**src/rtl/bw_alu_pkg.sv**
```systemverilog
package bw_alu_pkg;

  typedef enum logic [3:0] {
    OP_MOV  = 4'd0,
    OP_ADD  = 4'd1,
    OP_ADDC = 4'd2,
    OP_SUBC = 4'd3,
    OP_SUB  = 4'd4,
    OP_CMP  = 4'd5,
    OP_DADD = 4'd6,
    OP_BIT  = 4'd7,
    OP_BIC  = 4'd8,
    OP_BIS  = 4'd9,
    OP_XOR  = 4'd10,
    OP_AND  = 4'd11,
    OP_RRC  = 4'd12,
    OP_RRA  = 4'd13,
    OP_SWPB = 4'd14,
    OP_SXT  = 4'd15
  } alu_op_e;

  // Packed so that c is bit 0, matching the flag mask input.
  typedef struct packed {
    logic v;
    logic n;
    logic z;
    logic c;
  } flags_t;

  localparam int unsigned SR_W  = 16;
  localparam int unsigned SR_C  = 0;
  localparam int unsigned SR_Z  = 1;
  localparam int unsigned SR_N  = 2;
  localparam int unsigned SR_V  = 8;
  localparam int unsigned BYTE_W = 8;

endpackage

```
**src/rtl/bw_alu_adder.sv**
```systemverilog
module bw_alu_adder #(
  parameter int unsigned W = 16
) (
  input  logic [W-1:0] a_i,
  input  logic [W-1:0] b_i,
  input  logic         invert_b_i,
  input  logic         cin_i,
  input  logic         byte_i,
  output logic [W-1:0] sum_o,
  output logic         carry_o,
  output logic         ovf_o
);
  import bw_alu_pkg::*;

  logic [W-1:0] b_eff;
  logic [W:0]   wide;
  logic         sa, sb, sr;

  always_comb begin
    b_eff = invert_b_i ? ~b_i : b_i;
    wide  = {1'b0, a_i} + {1'b0, b_eff} + {{W{1'b0}}, cin_i};
    sum_o = wide[W-1:0];
    // byte carry = carry into bit 8, recovered from the sum bit
    carry_o = byte_i ? (wide[BYTE_W] ^ a_i[BYTE_W] ^ b_eff[BYTE_W]) : wide[W];
    sa = byte_i ? a_i[BYTE_W-1]   : a_i[W-1];
    sb = byte_i ? b_eff[BYTE_W-1] : b_eff[W-1];
    sr = byte_i ? wide[BYTE_W-1]  : wide[W-1];
    ovf_o = (sa == sb) && (sr != sa);
  end

endmodule

```
**src/rtl/bw_alu_bcd.sv**
```systemverilog
module bw_alu_bcd #(
  parameter int unsigned W = 16
) (
  input  logic [W-1:0] a_i,
  input  logic [W-1:0] b_i,
  input  logic         cin_i,
  input  logic         byte_i,
  output logic [W-1:0] sum_o,
  output logic         carry_o
);
  import bw_alu_pkg::*;

  localparam int unsigned NDIG      = W / 4;
  localparam int unsigned BYTE_DIGS = BYTE_W / 4;

  logic [NDIG:0] dc;

  assign dc[0] = cin_i;

  for (genvar g = 0; g < NDIG; g++) begin : g_digit
    logic [3:0] a_d, b_d, s_d;
    logic [4:0] raw;
    logic       gt9;

    always_comb begin
      a_d = a_i[4*g +: 4];
      b_d = b_i[4*g +: 4];
      raw = {1'b0, a_d} + {1'b0, b_d} + {4'b0, dc[g]};
      gt9 = raw > 5'd9;
      s_d = gt9 ? (raw[3:0] + 4'd6) : raw[3:0];
      if (a_d <= 4'd9 && b_d <= 4'd9)
        AST_BCD_DIGIT: assert (s_d <= 4'd9);
    end

    assign sum_o[4*g +: 4] = s_d;
    assign dc[g+1]         = gt9;
  end

  assign carry_o = byte_i ? dc[BYTE_DIGS] : dc[NDIG];

endmodule

```
**src/rtl/bw_alu_shift.sv**
```systemverilog
module bw_alu_shift #(
  parameter int unsigned W = 16
) (
  input  bw_alu_pkg::alu_op_e op_i,
  input  logic [W-1:0]        a_i,
  input  logic                cin_i,
  input  logic                byte_i,
  output logic [W-1:0]        res_o,
  output logic                cout_o
);
  import bw_alu_pkg::*;

  localparam int unsigned HI_W = W - BYTE_W;

  always_comb begin
    cout_o = a_i[0];
    unique case (op_i)
      OP_RRC:  res_o = byte_i ? {{HI_W{1'b0}}, cin_i, a_i[BYTE_W-1:1]}
                              : {cin_i, a_i[W-1:1]};
      OP_RRA:  res_o = byte_i ? {{HI_W{1'b0}}, a_i[BYTE_W-1], a_i[BYTE_W-1:1]}
                              : {a_i[W-1], a_i[W-1:1]};
      OP_SWPB: res_o = {a_i[BYTE_W-1:0], a_i[W-1:BYTE_W]};
      default: res_o = {{HI_W{a_i[BYTE_W-1]}}, a_i[BYTE_W-1:0]};
    endcase
  end

endmodule

```
**src/rtl/bw_alu_status.sv**
```systemverilog
module bw_alu_status (
  input  logic               clk_i,
  input  logic               rst_ni,
  input  logic               upd_i,
  input  bw_alu_pkg::flags_t wr_mask_i,
  input  bw_alu_pkg::flags_t new_i,
  output bw_alu_pkg::flags_t cur_o,
  output logic [bw_alu_pkg::SR_W-1:0] sr_o
);
  import bw_alu_pkg::*;

  flags_t flags_q;

  always_ff @(posedge clk_i or negedge rst_ni) begin
    if (!rst_ni) begin
      flags_q <= '0;
    end else if (upd_i) begin
      flags_q <= (flags_q & ~wr_mask_i) | (new_i & wr_mask_i);
    end
  end

  always_comb begin
    sr_o       = '0;
    sr_o[SR_C] = flags_q.c;
    sr_o[SR_Z] = flags_q.z;
    sr_o[SR_N] = flags_q.n;
    sr_o[SR_V] = flags_q.v;
  end

  assign cur_o = flags_q;

  AST_SR_HOLD: assert property (@(posedge clk_i) disable iff (!rst_ni)
    !upd_i |=> $stable(sr_o));
  AST_SR_MASK_V: assert property (@(posedge clk_i) disable iff (!rst_ni)
    upd_i && !wr_mask_i.v |=> $stable(sr_o[SR_V]));

endmodule

```
**src/rtl/bw_alu.sv**
```systemverilog
module bw_alu #(
  parameter int unsigned DATA_W = 16
) (
  input  logic                        clk_i,
  input  logic                        rst_ni,
  input  logic                        valid_i,
  input  logic [3:0]                  op_i,
  input  logic                        byte_i,
  input  logic                        dst_reg_i,
  input  logic [DATA_W-1:0]           op_a_i,
  input  logic [DATA_W-1:0]           op_b_i,
  input  logic [3:0]                  flag_mask_i,
  output logic [DATA_W-1:0]           result_o,
  output logic                        wb_en_o,
  output logic [bw_alu_pkg::SR_W-1:0] status_o
);
  import bw_alu_pkg::*;

  localparam int unsigned HI_W = DATA_W - BYTE_W;

  alu_op_e op;
  flags_t  cur_f, new_f, nat_f, wr_mask;
  logic    invert_b, add_cin, add_c, add_v, bcd_c, sh_c;
  logic    word_res, nz, sa, sb;
  logic [DATA_W-1:0] add_sum, bcd_sum, sh_res, raw;

  assign op = alu_op_e'(op_i);

  always_comb begin
    invert_b = (op == OP_SUB) || (op == OP_SUBC) || (op == OP_CMP);
    unique case (op)
      OP_ADDC, OP_SUBC: add_cin = cur_f.c;
      OP_SUB, OP_CMP:   add_cin = 1'b1;
      default:          add_cin = 1'b0;
    endcase
  end

  bw_alu_adder #(.W(DATA_W)) i_adder (
    .a_i        (op_a_i),
    .b_i        (op_b_i),
    .invert_b_i (invert_b),
    .cin_i      (add_cin),
    .byte_i     (byte_i),
    .sum_o      (add_sum),
    .carry_o    (add_c),
    .ovf_o      (add_v)
  );

  bw_alu_bcd #(.W(DATA_W)) i_bcd (
    .a_i     (op_a_i),
    .b_i     (op_b_i),
    .cin_i   (cur_f.c),
    .byte_i  (byte_i),
    .sum_o   (bcd_sum),
    .carry_o (bcd_c)
  );

  bw_alu_shift #(.W(DATA_W)) i_shift (
    .op_i   (op),
    .a_i    (op_a_i),
    .cin_i  (cur_f.c),
    .byte_i (byte_i),
    .res_o  (sh_res),
    .cout_o (sh_c)
  );

  // result select
  always_comb begin
    unique case (op)
      OP_MOV:                                  raw = op_b_i;
      OP_ADD, OP_ADDC, OP_SUB, OP_SUBC, OP_CMP: raw = add_sum;
      OP_DADD:                                 raw = bcd_sum;
      OP_AND, OP_BIT:                          raw = op_a_i & op_b_i;
      OP_BIC:                                  raw = op_a_i & ~op_b_i;
      OP_BIS:                                  raw = op_a_i | op_b_i;
      OP_XOR:                                  raw = op_a_i ^ op_b_i;
      default:                                 raw = sh_res;
    endcase
  end

  // swap and sign extend are word operations regardless of size
  assign word_res = !byte_i || (op == OP_SWPB) || (op == OP_SXT);

  always_comb begin
    if (word_res) result_o = raw;
    else result_o = {dst_reg_i ? {HI_W{1'b0}} : op_a_i[DATA_W-1:BYTE_W], raw[BYTE_W-1:0]};
  end

  assign wb_en_o = valid_i && (op != OP_CMP) && (op != OP_BIT);

  // flag generation
  always_comb begin
    nz      = word_res ? (raw != '0) : (raw[BYTE_W-1:0] != '0);
    sa      = byte_i ? op_a_i[BYTE_W-1] : op_a_i[DATA_W-1];
    sb      = byte_i ? op_b_i[BYTE_W-1] : op_b_i[DATA_W-1];
    new_f.n = word_res ? raw[DATA_W-1] : raw[BYTE_W-1];
    new_f.z = !nz;
    new_f.c = 1'b0;
    new_f.v = 1'b0;
    nat_f   = '1;
    unique case (op)
      OP_ADD, OP_ADDC, OP_SUB, OP_SUBC, OP_CMP: begin
        new_f.c = add_c;
        new_f.v = add_v;
      end
      OP_DADD: begin
        new_f.c = bcd_c;
        nat_f.v = 1'b0;
      end
      OP_AND, OP_BIT, OP_SXT: new_f.c = nz;
      OP_XOR: begin
        new_f.c = nz;
        new_f.v = sa && sb;
      end
      OP_RRC, OP_RRA: new_f.c = sh_c;
      default: nat_f = '0;
    endcase
    wr_mask = nat_f & flags_t'(flag_mask_i);
  end

  bw_alu_status i_status (
    .clk_i     (clk_i),
    .rst_ni    (rst_ni),
    .upd_i     (valid_i),
    .wr_mask_i (wr_mask),
    .new_i     (new_f),
    .cur_o     (cur_f),
    .sr_o      (status_o)
  );

  AST_ZN_EXCL: assert property (@(posedge clk_i) disable iff (!rst_ni)
    valid_i && wr_mask.z && wr_mask.n |=> !(status_o[SR_Z] && status_o[SR_N]));
  AST_NOFLAG_OPS: assert property (@(posedge clk_i) disable iff (!rst_ni)
    valid_i && (op == OP_MOV || op == OP_BIC || op == OP_BIS || op == OP_SWPB)
    |=> $stable(status_o));
  AST_RRC_CARRY: assert property (@(posedge clk_i) disable iff (!rst_ni)
    valid_i && op == OP_RRC && flag_mask_i[0] |=> status_o[SR_C] == $past(op_a_i[0]));
  AST_CMP_EQ_CARRY: assert property (@(posedge clk_i) disable iff (!rst_ni)
    valid_i && op == OP_CMP && flag_mask_i[0] && op_a_i == op_b_i |=> status_o[SR_C]);
  AST_BYTE_REG_UPPER: assert property (@(posedge clk_i) disable iff (!rst_ni)
    byte_i && dst_reg_i && op != OP_SWPB && op != OP_SXT
    |-> result_o[DATA_W-1:BYTE_W] == '0);

endmodule

```
**config.mk**
```make
export PLATFORM = sky130hd
export DESIGN_NAME = bw_alu
export DESIGN_NICKNAME = d
export VERILOG_FILES = /design/src/rtl/bw_alu_pkg.sv /design/src/rtl/bw_alu_adder.sv /design/src/rtl/bw_alu_bcd.sv /design/src/rtl/bw_alu_shift.sv /design/src/rtl/bw_alu_status.sv /design/src/rtl/bw_alu.sv
export SDC_FILE = /design/constraint.sdc
export NUM_CORES = 1
export LEC_CHECK = 0
export ABC_AREA = 1
export BUFFER_PORTS_ARGS = -buffer_cell sky130_fd_sc_hd__buf_2
export CAP_MARGIN = 40
export CORE_MARGIN = 1.5
export CORE_UTILIZATION = 59
export DETAILED_ROUTE_END_ITERATION = 8
export PLACE_DENSITY_LB_ADDON = 0.3
export SYNTH_ARGS = -nofsm -noshare
export SYNTH_HDL_FRONTEND = slang
export SYNTH_SLANG_ARGS = --single-unit
```
**constraint.sdc**
```tcl
create_clock -name clk_i -period 9.6 [get_ports clk_i]
set_input_delay 0.48 -clock clk_i [delete_from_list [all_inputs] [get_ports clk_i]]
set_output_delay 0.48 -clock clk_i [all_outputs]
set_load 0.03 [all_outputs]
```
[Word level (Yosys, flattened, before mapping)]
Cells that the tools add are included.
W data, S select, Z words.
Cells by class
  $lt $le $gt $ge: 4
  muxes and demuxes: 24
  bitwise operators: 12
  add/sub/neg operators: 14
  equality and inequality tests: 19
  reductions and logical operators: 21
Operators by type and width (number)
  $pmux W16 S7: 1
  $mux W16: 4
  $pmux W16 S3: 1
  $and A16 B16 Y16: 2
  $eq A4 B4 Y1 const B: 8
  $add A4 B4 Y5: 4
  $add A5 B1 Y5: 4
  $gt A5 B4 Y1 const B: 4
  $add A16 B16 Y17: 1
  $add A17 B1 Y17: 1
  $add A4 B3 Y4 const B: 4
  $eq A4 B3 Y1 const B: 4
  $mux W4: 4
  $not A16 Y16: 1
  $or A16 B16 Y16: 1
  $reduce_bool A16 Y1: 1
  $xor A16 B16 Y16: 1
  $and A4 B4 Y4: 3
  $reduce_or A12 Y1: 1
  $reduce_or A11 Y1: 1
  $mux W1: 9
  $eq A4 B2 Y1 const B: 2
  $mux W8: 1
  $ne A4 B3 Y1 const B: 2
  other kinds (17): 29
Word-level totals
  input bits: 45
  output and inout port bits: 33
  flip-flop bits (word level): 4
  word-level logic and storage cells: 98

[Longest topological paths before layout]
Gate-level depths: netlist of run 1.
  word-level depth: 16
  gate-level depth with buffers: 52
  depth with buffers taken out: 52

[Modules after synthesis]
From an unflattened synthesis of run 1, not the netlist that was laid out.
Second synthesis, totals
  cells, all modules: 887
  area, all modules: 4906.0 um^2
Modules (own cells, without submodules)
  bw_alu: area each 1946.9 um^2, sequential area each 0.0 um^2, cells an instance 399, times used 1
  bw_alu_bcd: area each 1142.3 um^2, sequential area each 0.0 um^2, cells an instance 186, times used 1
  bw_alu_adder: area each 1134.8 um^2, sequential area each 0.0 um^2, cells an instance 188, times used 1
  bw_alu_shift: area each 387.9 um^2, sequential area each 0.0 um^2, cells an instance 76, times used 1
  bw_alu_status: area each 294.0 um^2, sequential area each 100.1 um^2, cells an instance 38, times used 1

[Least setup slack after synthesis of run 1]
Ideal clock, no wire load.
  path kind: in2out
  start: input port op_a_i[0]
  end: output port result_o[13]
  cell stages on the path: 39
  path slack: 2.420 ns
  data arrival time: 6.700 ns
  path buffers: 0
  data required time: 9.120 ns
  cells stage by stage: fa_1 -> fa_1 -> xnor2_1 -> nand2_1 -> nand2_1 -> nand2_1 -> inv_1 -> fa_1 -> inv_1 -> fa_1 -> xnor2_1 -> ha_1 -> nand2_1 -> nand2_1 -> inv_1 -> nand2_1 -> nand2_1 -> fa_1 -> (+3 left out) -> nand3_1 -> nand2_1 -> inv_1 -> fa_1 -> inv_1 -> fa_1 -> inv_1 -> ha_1 -> nand2_1 -> nand2_1 -> inv_1 -> nand2_1 -> nand2_1 -> nand2_1 -> nand3_1 -> nand3_1 -> nand2_1 -> o22ai_1
Between the ends
  word-level cells in the longest chain between the ends: 12
  elaborated cells on any way between the ends: 15
  classes of those cells: 8 x add/sub; 4 x order compare; 3 x mux
Ends and longest elaborated chain
  start, declared: line bw_alu.sv:10  | input logic [DATA_W-1:0] op_a_i,
  $add A4 B4 Y5: line bw_alu_bcd.sv:28  | raw = {1'b0, a_d} + {1'b0, b_d} + {4'b0, dc[g]};
  $add A5 B1 Y5: line bw_alu_bcd.sv:28
  $gt A5 B4 Y1: line bw_alu_bcd.sv:29  | gt9 = raw > 5'd9;
  $add A5 B1 Y5: line bw_alu_bcd.sv:28
  $gt A5 B4 Y1: line bw_alu_bcd.sv:29
  $add A5 B1 Y5: line bw_alu_bcd.sv:28
  $gt A5 B4 Y1: line bw_alu_bcd.sv:29
  $add A5 B1 Y5: line bw_alu_bcd.sv:28
  $add A4 B3 Y4 or $gt A5 B4 Y1 (tied branches): line bw_alu_bcd.sv:30, bw_alu_bcd.sv:29
  $mux W4: line bw_alu_bcd.sv:30  | s_d = gt9 ? (raw[3:0] + 4'd6) : raw[3:0];
  $pmux W16 S7 (*): line bw_alu.sv:69  | unique case (op)
  $mux W16 (*): line bw_alu.sv:85  | if (word_res) result_o = raw;
  end, declared: line bw_alu.sv:13  | output logic [DATA_W-1:0] result_o,
Mark *: on every way between the ends. The rest lies on a longest branch, timed or not.

==> results by group, run 1 <==
Drt
  • DR vias: roughly 5,300
  • Vias per inst: around 6
  • DRC viols: 0
  • Avg WL per Cell: between 15 and 20 µm
  • DR iter-0 viols: just over 700
  • Final wirelength: 14.6 mm
  • First-pass DRT Iterations: 6
  • Post-route ant nets: 0

Logic synthesis
  • Syn Inst Count: 746
  • Post-synth cell types: 42
  • EDFF count, synth: 0
  • Top cell type by total area after synthesis: nand2_1
  • Top cells by area, synth: nand2_1, ha_1, inv_1
  • Register bit total from synthesis: 4
  • Top cell type's share of synthesized area: between 20% and 30%
  • Top_reg_cell synth: dfrtp_1
  • Ys async rst share: 100%
  • Count leader, synth: nand2_1
  • Commonest cells in the netlist: nand2_1, inv_1, nand3_1
  • Sequential area share after synthesis: 2.43%
  • Mapped Avg Cell Area: roughly 5.5 µm²
  • Yosys warns: 0
  • Synth Cell Area: roughly 4000 µm²

CTS
  • Post-CTS Hold Fix Bufs: 0
  • Num CTS Buffers: 3
  • Clock Latency Late Sink: approximately 0.22 ns
  • CTS tree: yes
  • CTS sink count: 4
  • Longest Clk Path Bufs: 2
  • # Post-CTS Setup Buffers: 0
  • H-tree level count: 1
  • Clock-pin slew on the worst setup and hold paths: about 0.040 ns
  • CTS Root Cell: clkbuf_8
  • Post_cts resized: 0

GRT
  • Grt ovf: 0
  • Pin count of the biggest net entering global routing: 22
  • Vias in the first global route: between 4,000 and 5,000
  • Initial antenna violation count: 0
  • Tot GR Track Use: between 30% and 40%
  • First-pass GRT wire length: 23.4 mm

Timing
  • Tcrit/Tclk final: a little over four fifths
  • Slew @ Worst Pin: 0.999 ns
  • Final Setup Violations: 0
  • Unrepaired setup endpoints after global routing: false
  • Fin Setup TNS: 0 ns
  • Final min period: slightly above 8 ns
  • Final Hold Vio Count: 0
  • Fin Clk Skew: around 0.0066 ns
  • Max frequency: 0.124 GHz
  • Fin worst setup slack: between 1.5 and 2 ns
  • Rel. slew slack: between 30% and 40%
  • Max-slew violations: 0

Min path
  • HP Class: in2async

Power
  • Combinational share of power: between 80 and 90%
  • Sw Ratio: about three fifths
  • Power Total: between 400 and 500 µW
  • Pleak: roughly 0.0026 µW
  • Power Internal: between 150 and 200 µW
  • Sw power: between 200 and 300 µW
  • Share of power burned in registers: 5.6%
  • P per Cell Area: approximately 100 nW/µm²
  • Worst vdd ir: between 40 and 50 µV
  • Clock Power Share: roughly 8.3%

Die
  • Die width: just under 90 µm
  • Die footprint: 7480 µm²
  • I/O pin count: between 70 and 80
  • Starting density of the core: about three fifths
  • Height of the chip: slightly below 90 µm
  • Num rows: 30
  • Core area: 6760 µm²

Critical path
  • FF-to-FF setup slack: ~1.9 ns
  • Required time worst endpoint: just over 9 ns
  • Most common cell on crit path: nand2_1
  • CP Launch Type: flip-flop
  • Slowest CP cell: fa_1
  • Critical Path AT: 7.57 ns
  • FF-to-FF path depth: 50
  • CP Capture Type: primary output
  • Critical path type: reg2out
  • CP Max Fanout: 6
  • Crit-path max cell delay: between 0.4 and 0.5 ns

Finish
  • Area delta synth->final: 8.76%
  • Layout cells sized above 1: approximately 10%
  • Final Util: between 60% and 70%
  • Diode count: 0
  • Net count, final: approximately 910

Placement
  • Worst slack, placed: 1.72 ns
  • Input/output buffers: 65
  • GPL Wtd Cong: 0.981
  • Detailed placer's ending HPWL: around 12 mm

Outcome
  • Status: complete, no violations

Flow run
  • Maximum Capacitance Violations: 0
## final cells by class
class                      instances  area [µm²]
multi-input combinational        595        3400
sequential                         4         100
timing repair buffer              67         340
tap                               80         100
clock buffer                       3        41.3
fill                             691        2280
inverter                         132         495
## cell families after synthesis
logic type               count (synthesis)  share of synthesized area, %
XOR/XNOR                                26                          5.72
other                                    1                        0.0912
multiplexers                             3                         0.791
AO/OA/AOI/OAI                          127                          18.1
buffers and inverters                  158                          16.0
flip-flops                               4                          2.43
AND/OR/NAND/NOR                        370                          37.7
adder cells (fa/ha/maj)                 57                          19.2
## metrics by stage
stage,cells,hold slack (ns),instance area (µm²)
floorplan,757,0.184,4160
global placement,877,0.285,4430
detailed placement,878,0.284,4430
CTS,881,0.0502,4470
global route,881,0.0560,4470
finish,881,0.0486,4470
## worst max path at each step
stage	endpoint	startpoint	slack (ns)
floorplan	result_o[13]	op_a_i[0]	2.42
global placement	result_o[15]	op_a_i[0]	1.99
detailed placement	result_o[15]	op_a_i[0]	1.72
CTS	result_o[15]	flip-flop	1.66
global route	result_o[15]	flip-flop	0.85
finish	result_o[15]	flip-flop	1.55
## cell usage in the layout (no fill, tap or decap), types with 4 or more instances in the layout
cell        n
nand3_1    67
ha_1       47
a21oi_1    37
o21ai_0    45
fa_1       10
o211ai_1    6
nand3b_1    7
xor2_1     20
buf_2      65
o221ai_1   12
nand2_1   228
conb_1     12
nor2_1     49
inv_1     128
dfrtp_1     4
xnor2_1     5
nor3_1      5
o22ai_1    15
## per-layer routing
| layer | up-vias | share of wire, % | GRT usage [%] |
|---|---|---|---|
| met5 | - | 0 | 0 |
| met4 | 0 | 2.4 | 9.68 |
| met3 | 45 | 12 | 4.86 |
| met2 | 350 | 46 | 67.7 |
| met1 | 2378 | 40 | 52.2 |
| li1 | 2503 | - | - |
## worst max-delay path, delay by kind of cell (launching register included)
kind	cells	cell delay [ns]
AO/OA/AOI/OAI	1	0.11
XOR/XNOR	3	0.71
adder cells (fa/ha/maj)	10	3.55
buffers and inverters	8	0.73
flip-flops	1	0.45
AND/OR/NAND/NOR	18	1.80
## power by group through the flow
stage          clock [µW]  combinational, µW  sequential [µW]
2_1_floorplan           0                273             30.2
3_3_place_gp            0                367             24.9
3_5_place_dp            0                374             25.3
4_1_cts              37.0                376             25.1
5_1_grt              37.3                428             25.7
6_report             37.0                386             25.1
Power figures use the tool's default switching activity.
==> run 2: changes to the inputs <==
--- a/config.mk
+++ b/config.mk
@@ -5,11 +5,11 @@
 export SDC_FILE = /design/constraint.sdc
 export NUM_CORES = 1
 export LEC_CHECK = 0
-export ABC_AREA = 1
+export ABC_AREA = 0
 export BUFFER_PORTS_ARGS = -buffer_cell sky130_fd_sc_hd__buf_2
 export CAP_MARGIN = 40
 export CORE_MARGIN = 1.5
-export CORE_UTILIZATION = 59
+export CORE_UTILIZATION = 54
 export DETAILED_ROUTE_END_ITERATION = 8
 export PLACE_DENSITY_LB_ADDON = 0.3
 export SYNTH_ARGS = -nofsm -noshare
==> constraint.sdc (replaced) <==
create_clock -name clk_i -period 7.2 [get_ports clk_i]
set_input_delay 0.36 -clock clk_i [delete_from_list [all_inputs] [get_ports clk_i]]
set_output_delay 0.36 -clock clk_i [all_outputs]
set_load 0.03 [all_outputs]
==> run 2 against run 1 <==
- the flow now finishes with violations (negative setup slack)
- non-clock buffer count is 53 higher
- hold slack gained 0.38 ns
- utilization about the same
- sequential share of layout area fell by 0.37 points
- design area up 21%
- critical path type unchanged
- largest cell class unchanged
==> results by group, run 2 <==
Outcome
  • Status: finished with violations
  • Failing checks: negative setup slack

Logic synthesis
  • Register bit total from synthesis: 4 (unchanged)
  • EDFF count, synth: 0 (unchanged)
  • Top cells by area, synth: ha_1, o21ai_0, fa_1
  • Syn Inst Count: 639 (-14%)
  • Count leader, synth: inv_1
  • Mapped Avg Cell Area: 7.09 µm² (+29%)
  • Top cell type's share of synthesized area: 13.0% (-7.8 points)
  • Top cell type by total area after synthesis: ha_1
  • Ys async rst share: 100% (unchanged)
  • Top_reg_cell synth: dfrtp_1
  • Sequential area share after synthesis: 2.21% (-0.22 points)
  • Yosys warns: 0 (unchanged)
  • Synth Cell Area: 4530 µm² (+10%)
  • Commonest cells in the netlist: inv_1, nand2_1, ha_1
  • Post-synth cell types: 86 (+100%)

GRT
  • Met2 Use GR: 60.3% (-7.4 points)
  • First-pass GRT wire length: 26.1 mm (+12%)
  • Tot GR Track Use: 36.9% (-2.4 points)
  • Grt ovf: 0 (unchanged)
  • Busiest layer in global routing: met2
  • Met1 Use GR: 46.2% (-6.0 points)
  • Pin count of the biggest net entering global routing: 54 (+150%)
  • Met3 usage: 6.04% (+1.2 points)
  • Vias in the first global route: 5,307 (+12%)
  • Initial antenna violation count: 0 (unchanged)

Critical path
  • Critical Path AT: 7.06 ns (-0.51 ns)
  • Critical path type: reg2out
  • Crit-path max cell delay: 0.56 ns (+0.09 ns)
  • Most common cell on crit path: fa_2
  • CP Capture Type: primary output
  • CP Launch Type: flip-flop
  • CP Max Fanout: 4 (-2)
  • FF-to-FF setup slack: -0.17 ns (-2.09 ns)
  • FF-to-FF path depth: 34 (-32%)
  • Slowest CP cell: fa_2
  • Required time worst endpoint: 6.84 ns (-2.28 ns)

Drt
  • First-pass DRT Iterations: 6 (unchanged)
  • Vias per inst: 6.76 (+13%)
  • DR iter-0 viols: 684 (-4.3%)
  • Post-route ant nets: 0 (unchanged)
  • Avg WL per Cell: 20.4 µm (+23%)
  • DRC viols: 0 (unchanged)
  • Final wirelength: 16.9 mm (+16%)
  • DR vias: 5,606 (+6.3%)

Placement
  • Detailed placer's ending HPWL: 12.7 mm (+9.9%)
  • Input/output buffers: 65 (unchanged)
  • Worst slack, placed: -0.559 ns (-2.28 ns)
  • GPL Wtd Cong: 1.07 (+9.1%)

Power
  • Power Total: 750 µW (+68%)
  • Sw Ratio: 53.8% (-7.5 points)
  • Pleak: 0.00246 µW (-5.9%)
  • Worst vdd ir: 65.5 µV (+32%)
  • Sw power: 403 µW (+47%)
  • Combinational share of power: 89.4% (+3.3 points)
  • P per Cell Area: 139 nW/µm² (+38%)
  • Clock Power Share: 6.6% (-1.7 points)
  • Share of power burned in registers: 4.0% (-1.6 points)
  • Power Internal: 347 µW (+100%)

Finish
  • Commonest non-fill, non-tap cell in the layout: buf_2
  • Most frequent cells in the layout: buf_2, buf_4, nand2_1, ha_1, inv_1
  • Layout cells sized above 1: 25.7% (+15 points)
  • Diode count: 0 (unchanged)
  • Net count, final: 828 (-8.5%)
  • Area delta synth->final: 19.5%

Timing
  • Max-slew violations: 0 (unchanged)
  • Rel. slew slack: 38.2% (+4.9 points)
  • Tcrit/Tclk final: 103%
  • Fin worst setup slack: -0.217 ns (-1.77 ns)
  • Final Hold Vio Count: 0 (unchanged)
  • Slew @ Worst Pin: 0.920 ns (-0.0786 ns)
  • Final min period: 7.42 ns
  • Max frequency: 0.135 GHz
  • Fin Setup TNS: -0.820 ns (-0.820 ns)
  • Unrepaired setup endpoints after global routing: true
  • Final Setup Violations: 5 (+5)
  • Fin Clk Skew: 0.00393 ns (-0.00265 ns)

Flow run
  • Maximum Capacitance Violations: 0 (unchanged)

CTS
  • Clock-pin slew on the worst setup and hold paths: 0.04 ns (about the same)
  • Clock Latency Late Sink: 0.22 ns (about the same)
  • CTS tree: yes
  • CTS sink count: 4 (unchanged)
  • H-tree level count: 1 (unchanged)
  • Longest Clk Path Bufs: 2 (unchanged)
  • Num CTS Buffers: 3 (unchanged)
  • CTS Root Cell: clkbuf_8

Die
  • I/O pin count: 78 (unchanged)
  • Die footprint: 8950 µm² (+20%)
  • Height of the chip: 94.6 µm (+9.4%)
  • Die width: 94.6 µm (+9.4%)
  • Starting density of the core: 55.4% (-5.5 points)
  • Core area: 8180 µm² (+21%)
  • Num rows: 33 (+10%)

Min path
  • Hold depth: 3
  • HP Class: in2reg
  • Hold path start: flag_mask_i[2]
==> run 2: cell count changes after synthesis, sizes merged, moves of 18 or more <==
cell | previous run | this run
a21o | 0 | 22
inv | 129 | 50
nand2 | 229 | 48
nand3 | 68 | 14
nor2 | 52 | 34
==> run 2: layout make-up <==
type,count,area [µm²]
multi-input cells,547,4180
fillers,727,2760
repair buffers,120,769
inverters,50,188
well taps,105,131
flip-flops and latches,4,101
clock buffers,3,41.3
==> run 2: layer usage <==
layer	wire length, µm	part of all wire, %
met1	6680	40
met2	7630	45
met3	1680	9.9
met4	913	5.4
met5	0	0
==> run 2: timing repair <==
item,in CTS,in global routing
setup buffers,9,1
setup endpoints to repair,6,6
pin swaps,11,7
hold endpoints to repair,4,0
hold buffers,1,0
resized for setup,33,3
==> run 2: worst max path at each step <==
| stage | startpoint | endpoint | slack [ns] |
|---|---|---|---|
| 2_1_floorplan | op_a_i[0] | flip-flop | 0.003 |
| 3_3_place_gp | op_a_i[0] | flip-flop | -0.32 |
| 3_5_place_dp | op_a_i[0] | flip-flop | -0.56 |
| 4_1_cts | flip-flop | result_o[13] | -0.24 |
| 5_1_grt | flip-flop | flip-flop | -0.46 |
| 6_report | flip-flop | result_o[14] | -0.22 |
==> run 2: critical path: cells and delay by family (launching register included) <==
| family | cells | cell delay (ns) |
|---|---|---|
| flip-flops | 1 | 0.44 |
| buffers and inverters | 8 | 0.52 |
| AO/OA/AOI/OAI | 8 | 1.32 |
| AND/OR/NAND/NOR | 5 | 0.86 |
| adder cells (fa/ha/maj) | 10 | 3.33 |
| multiplexers | 1 | 0.18 |
| XOR/XNOR | 1 | 0.18 |
==> run 2: cells by family after synthesis <==
family / count (synthesis) / synth area share (%)
AOI/OAI and AO/OA: 227 / 35.7
xor gates and xnor gates: 29 / 5.91
adders and majority gates: 57 / 17.4
buffers and inverters: 99 / 10.4
DFF: 4 / 2.21
muxes: 11 / 2.49
other: 1 / 0.0828
and+or+nand+nor: 211 / 25.8
==> run 2: power groups by stage <==
stage | sequential, µW | combinational, µW | clock (µW)
3_3_place_gp | 29.4 | 576 | 0
6_report | 29.9 | 670 | 49.7
4_1_cts | 29.9 | 644 | 47.6
5_1_grt | 29.9 | 717 | 50.3
3_5_place_dp | 29.7 | 592 | 0
2_1_floorplan | 33.4 | 405 | 0
==> run 2: through the flow <==
stage               hold WS, ns  instance area, µm²  utilization (%)  cells
global route              0.435                5410             66.2    829
finish                    0.424                5410             66.2    829
CTS                       0.429                5390             65.9    828
floorplan                0.0644                4630                -    650
detailed placement        0.173                5160             63.1    815
global placement          0.166                5150             63.0    814
==> run 3: changes to the inputs <==
--- a/config.mk
+++ b/config.mk
@@ -12,6 +12,8 @@
 export CORE_UTILIZATION = 54
 export DETAILED_ROUTE_END_ITERATION = 8
 export PLACE_DENSITY_LB_ADDON = 0.3
+export SKIP_CTS_REPAIR_TIMING = 1
+export SLEW_MARGIN = 0
 export SYNTH_ARGS = -nofsm -noshare
 export SYNTH_HDL_FRONTEND = slang
 export SYNTH_SLANG_ARGS = --single-unit
==> constraint.sdc (replaced) <==
create_clock -name clk_i -period 7.2 [get_ports clk_i]
set_input_delay 1.44 -clock clk_i [delete_from_list [all_inputs] [get_ports clk_i]]
set_output_delay 1.44 -clock clk_i [all_outputs]
set_load 0.03 [all_outputs]
==> run 3 against run 2 <==
- the flow still finishes with violations (negative setup slack)
- sequential share of layout area is 0.16 points lower
- non-clock buffer count grew 35
- die area is the same
- combinational power increased by 7.3%
- routed wire length grew 3.6%
- design area grew 8.1%
- critical path type is now in2out
- critical endpoint is now result_o[13]
==> results by group, run 3 (synthesis gave the netlist of run 2 again) <==
Outcome
  • Status: finished with violations
  • Failing checks: negative setup slack

Die
  • Starting density of the core: 55.4% (unchanged)
  • Die width: 94.6 µm (unchanged)
  • I/O pin count: 78 (unchanged)
  • Core area: 8180 µm² (unchanged)
  • Num rows: 33 (unchanged)
  • Die footprint: 8950 µm² (unchanged)
  • Height of the chip: 94.6 µm (unchanged)

GRT
  • Vias in the first global route: 5,404 (+1.8%)
  • Initial antenna violation count: 0 (unchanged)
  • Pin count of the biggest net entering global routing: 54 (unchanged)
  • First-pass GRT wire length: 26.9 mm (+3.2%)
  • Tot GR Track Use: 38.5% (+1.6 points)
  • Grt ovf: 0 (unchanged)

Critical path
  • Critical Path AT: 8.17 ns (+1.11 ns)
  • Required time worst endpoint: 5.76 ns (-1.08 ns)
  • CP Max Fanout: 3 (-1)
  • CP Capture Type: primary output
  • Crit-path max cell delay: 0.57 ns (about the same)
  • Critical path buffer and inverter count: 9 (+1)
  • FF-to-FF path depth: 34 (unchanged)
  • Top delay family on crit path: adder cells
  • Critical path type: in2out
  • FF-to-FF setup slack: -0.52 ns (-0.35 ns)
  • CP Launch Type: input pin
  • Most common cell on crit path: fa_2
  • Slowest CP cell: fa_2

Min path
  • HP Class: reg2reg
  • Hold depth: 2 (-1)

Timing
  • Final Hold Vio Count: 0 (unchanged)
  • Hold WS: 0.477 ns (+0.0530 ns)
  • Final min period: 9.61 ns (+2.19 ns)
  • Fin worst setup slack: -2.41 ns (-2.19 ns)
  • Rel. slew slack: 37.4% (-0.80 points)
  • Tcrit/Tclk final: 133% (+30 points)
  • Slew @ Worst Pin: 0.932 ns (+0.0119 ns)
  • Unrepaired setup endpoints after global routing: true
  • Final Setup Violations: 11 (+6)
  • Fin Clk Skew: 0.000283 ns (-0.00365 ns)
  • Max frequency: 0.104 GHz (-23%)
  • Max-slew violations: 0 (unchanged)

CTS
  • H-tree level count: 1 (unchanged)
  • CTS Root Cell: clkbuf_8
  • CTS sink count: 4 (unchanged)
  • Num CTS Buffers: 3 (unchanged)
  • Longest Clk Path Bufs: 2 (unchanged)
  • CTS tree: yes
  • Clock Latency Late Sink: 0.22 ns (about the same)
  • Clock-pin slew on the worst setup and hold paths: 0.03 ns (about the same)

Finish
  • Area delta synth->final: 29.2%
  • Commonest non-fill, non-tap cell in the layout: buf_4
  • Diode count: 0 (unchanged)
  • Register Area: 100 µm² (-1.2%)
  • Net count, final: 863 (+4.2%)
  • Layout cells sized above 1: 31.6% (+5.9 points)
  • Final instance area: 5850 µm² (+8.1%)
  • Multi-input logic area: 4330 µm² (+3.6%)
  • Fillers: 685 (-5.8%)
  • Most frequent cells in the layout: buf_4, buf_2, nand2_1, ha_1, inv_1

Drt
  • DRC viols: 0 (unchanged)
  • Avg WL per Cell: 20.3 µm (-0.63%)
  • DR iter-0 viols: 558 (-18%)
  • Vias per inst: 6.57 (-2.9%)
  • Post-route ant nets: 0 (unchanged)
  • DR vias: 5,675 (+1.2%)
  • Final wirelength: 17.5 mm (+3.6%)
  • First-pass DRT Iterations: 7 (+1)

Placement
  • Dpl cell area: 5550 µm² (+7.5%)
  • Worst slack, placed: -2.30 ns (-1.74 ns)
  • Detailed placer's ending HPWL: 13.2 mm (+4.1%)
  • Input/output buffers: 65 (unchanged)
  • GPL Wtd Cong: 0.997 (-6.8%)

Power
  • Clock Power Share: 6.1% (-0.5 points)
  • P per Cell Area: 136 nW/µm² (-1.7%)
  • Share of power burned in registers: 3.7% (-0.3 points)
  • Worst vdd ir: 82.9 µV (+27%)
  • Pleak: 0.00267 µW (+8.6%)
  • Combinational share of power: 90.2% (+0.8 points)
  • Sw Ratio: 52.5% (-1.3 points)
  • Power Internal: 379 µW (+9.2%)
  • Sw power: 419 µW (+3.8%)

Flow run
  • Maximum Capacitance Violations: 0 (unchanged)
## run 3: changes by cell type in the layout (fill, tap and decap cells not counted), sizes merged
| cell | delta |
|---|---|
| buf | +36 |
| dlygate4sd3 | -1 |
## run 3: worst max path at each step
stage	start	end	slack (ns)	cells past startpoint
6_report	op_b_i[0]	result_o[13]	-2.41	33
5_1_grt	op_b_i[0]	result_o[14]	-2.62	34
4_1_cts	op_a_i[0]	result_o[14]	-2.33	33
3_5_place_dp	op_a_i[0]	result_o[14]	-2.30	33
3_3_place_gp	op_a_i[0]	result_o[14]	-2.14	33
2_1_floorplan	op_a_i[0]	result_o[13]	-1.80	30
## run 3: per-layer routing
layer  track usage, %  vias to the layer above  wire length [µm]
met5                0                        -                 0
met4             15.5                        0               540
met3             4.11                       55              1710
met2             64.0                      344              8140
met1             50.6                     2675              7120
li1                 -                     2601                 -
## run 3: power groups by stage
stage / clock network (µW) / registers, µW / logic (µW)
after floorplan: 0 / 33.5 / 427
after global placement: 0 / 29.2 / 623
after detailed placement: 0 / 29.6 / 640
after CTS: 49.8 / 29.4 / 643
after global routing: 51.0 / 30.0 / 768
final: 48.7 / 29.7 / 719
## run 3: cell type report
class	count	area share, %
well taps	105	2.24
flip-flops and latches	4	1.71
inverters	50	3.21
clock buffers	3	0.705
multi-input cells	547	74.0
repair buffers	155	18.1
## run 3: metrics by stage
stage	instances	utilization, %	setup TNS [ns]	power [µW]
after floorplan	650	-	-9.19	460
after detailed placement	854	67.8	-15.83	669
final	864	71.6	-15.78	797
after global placement	852	67.6	-14.31	652
after global routing	864	71.6	-17.61	849
after CTS	857	68.4	-15.37	722
## run 3: worst register-to-register path: cells and delay by family (launching register included)
kind                       cells  cell delay (ns)
adders and majority gates      9             3.33
AOI/OAI and AO/OA              8             1.87
and+or+nand+nor                6             1.03
buffers and inverters         10             0.78
DFF                            1             0.45
xor gates and xnor gates       1             0.21
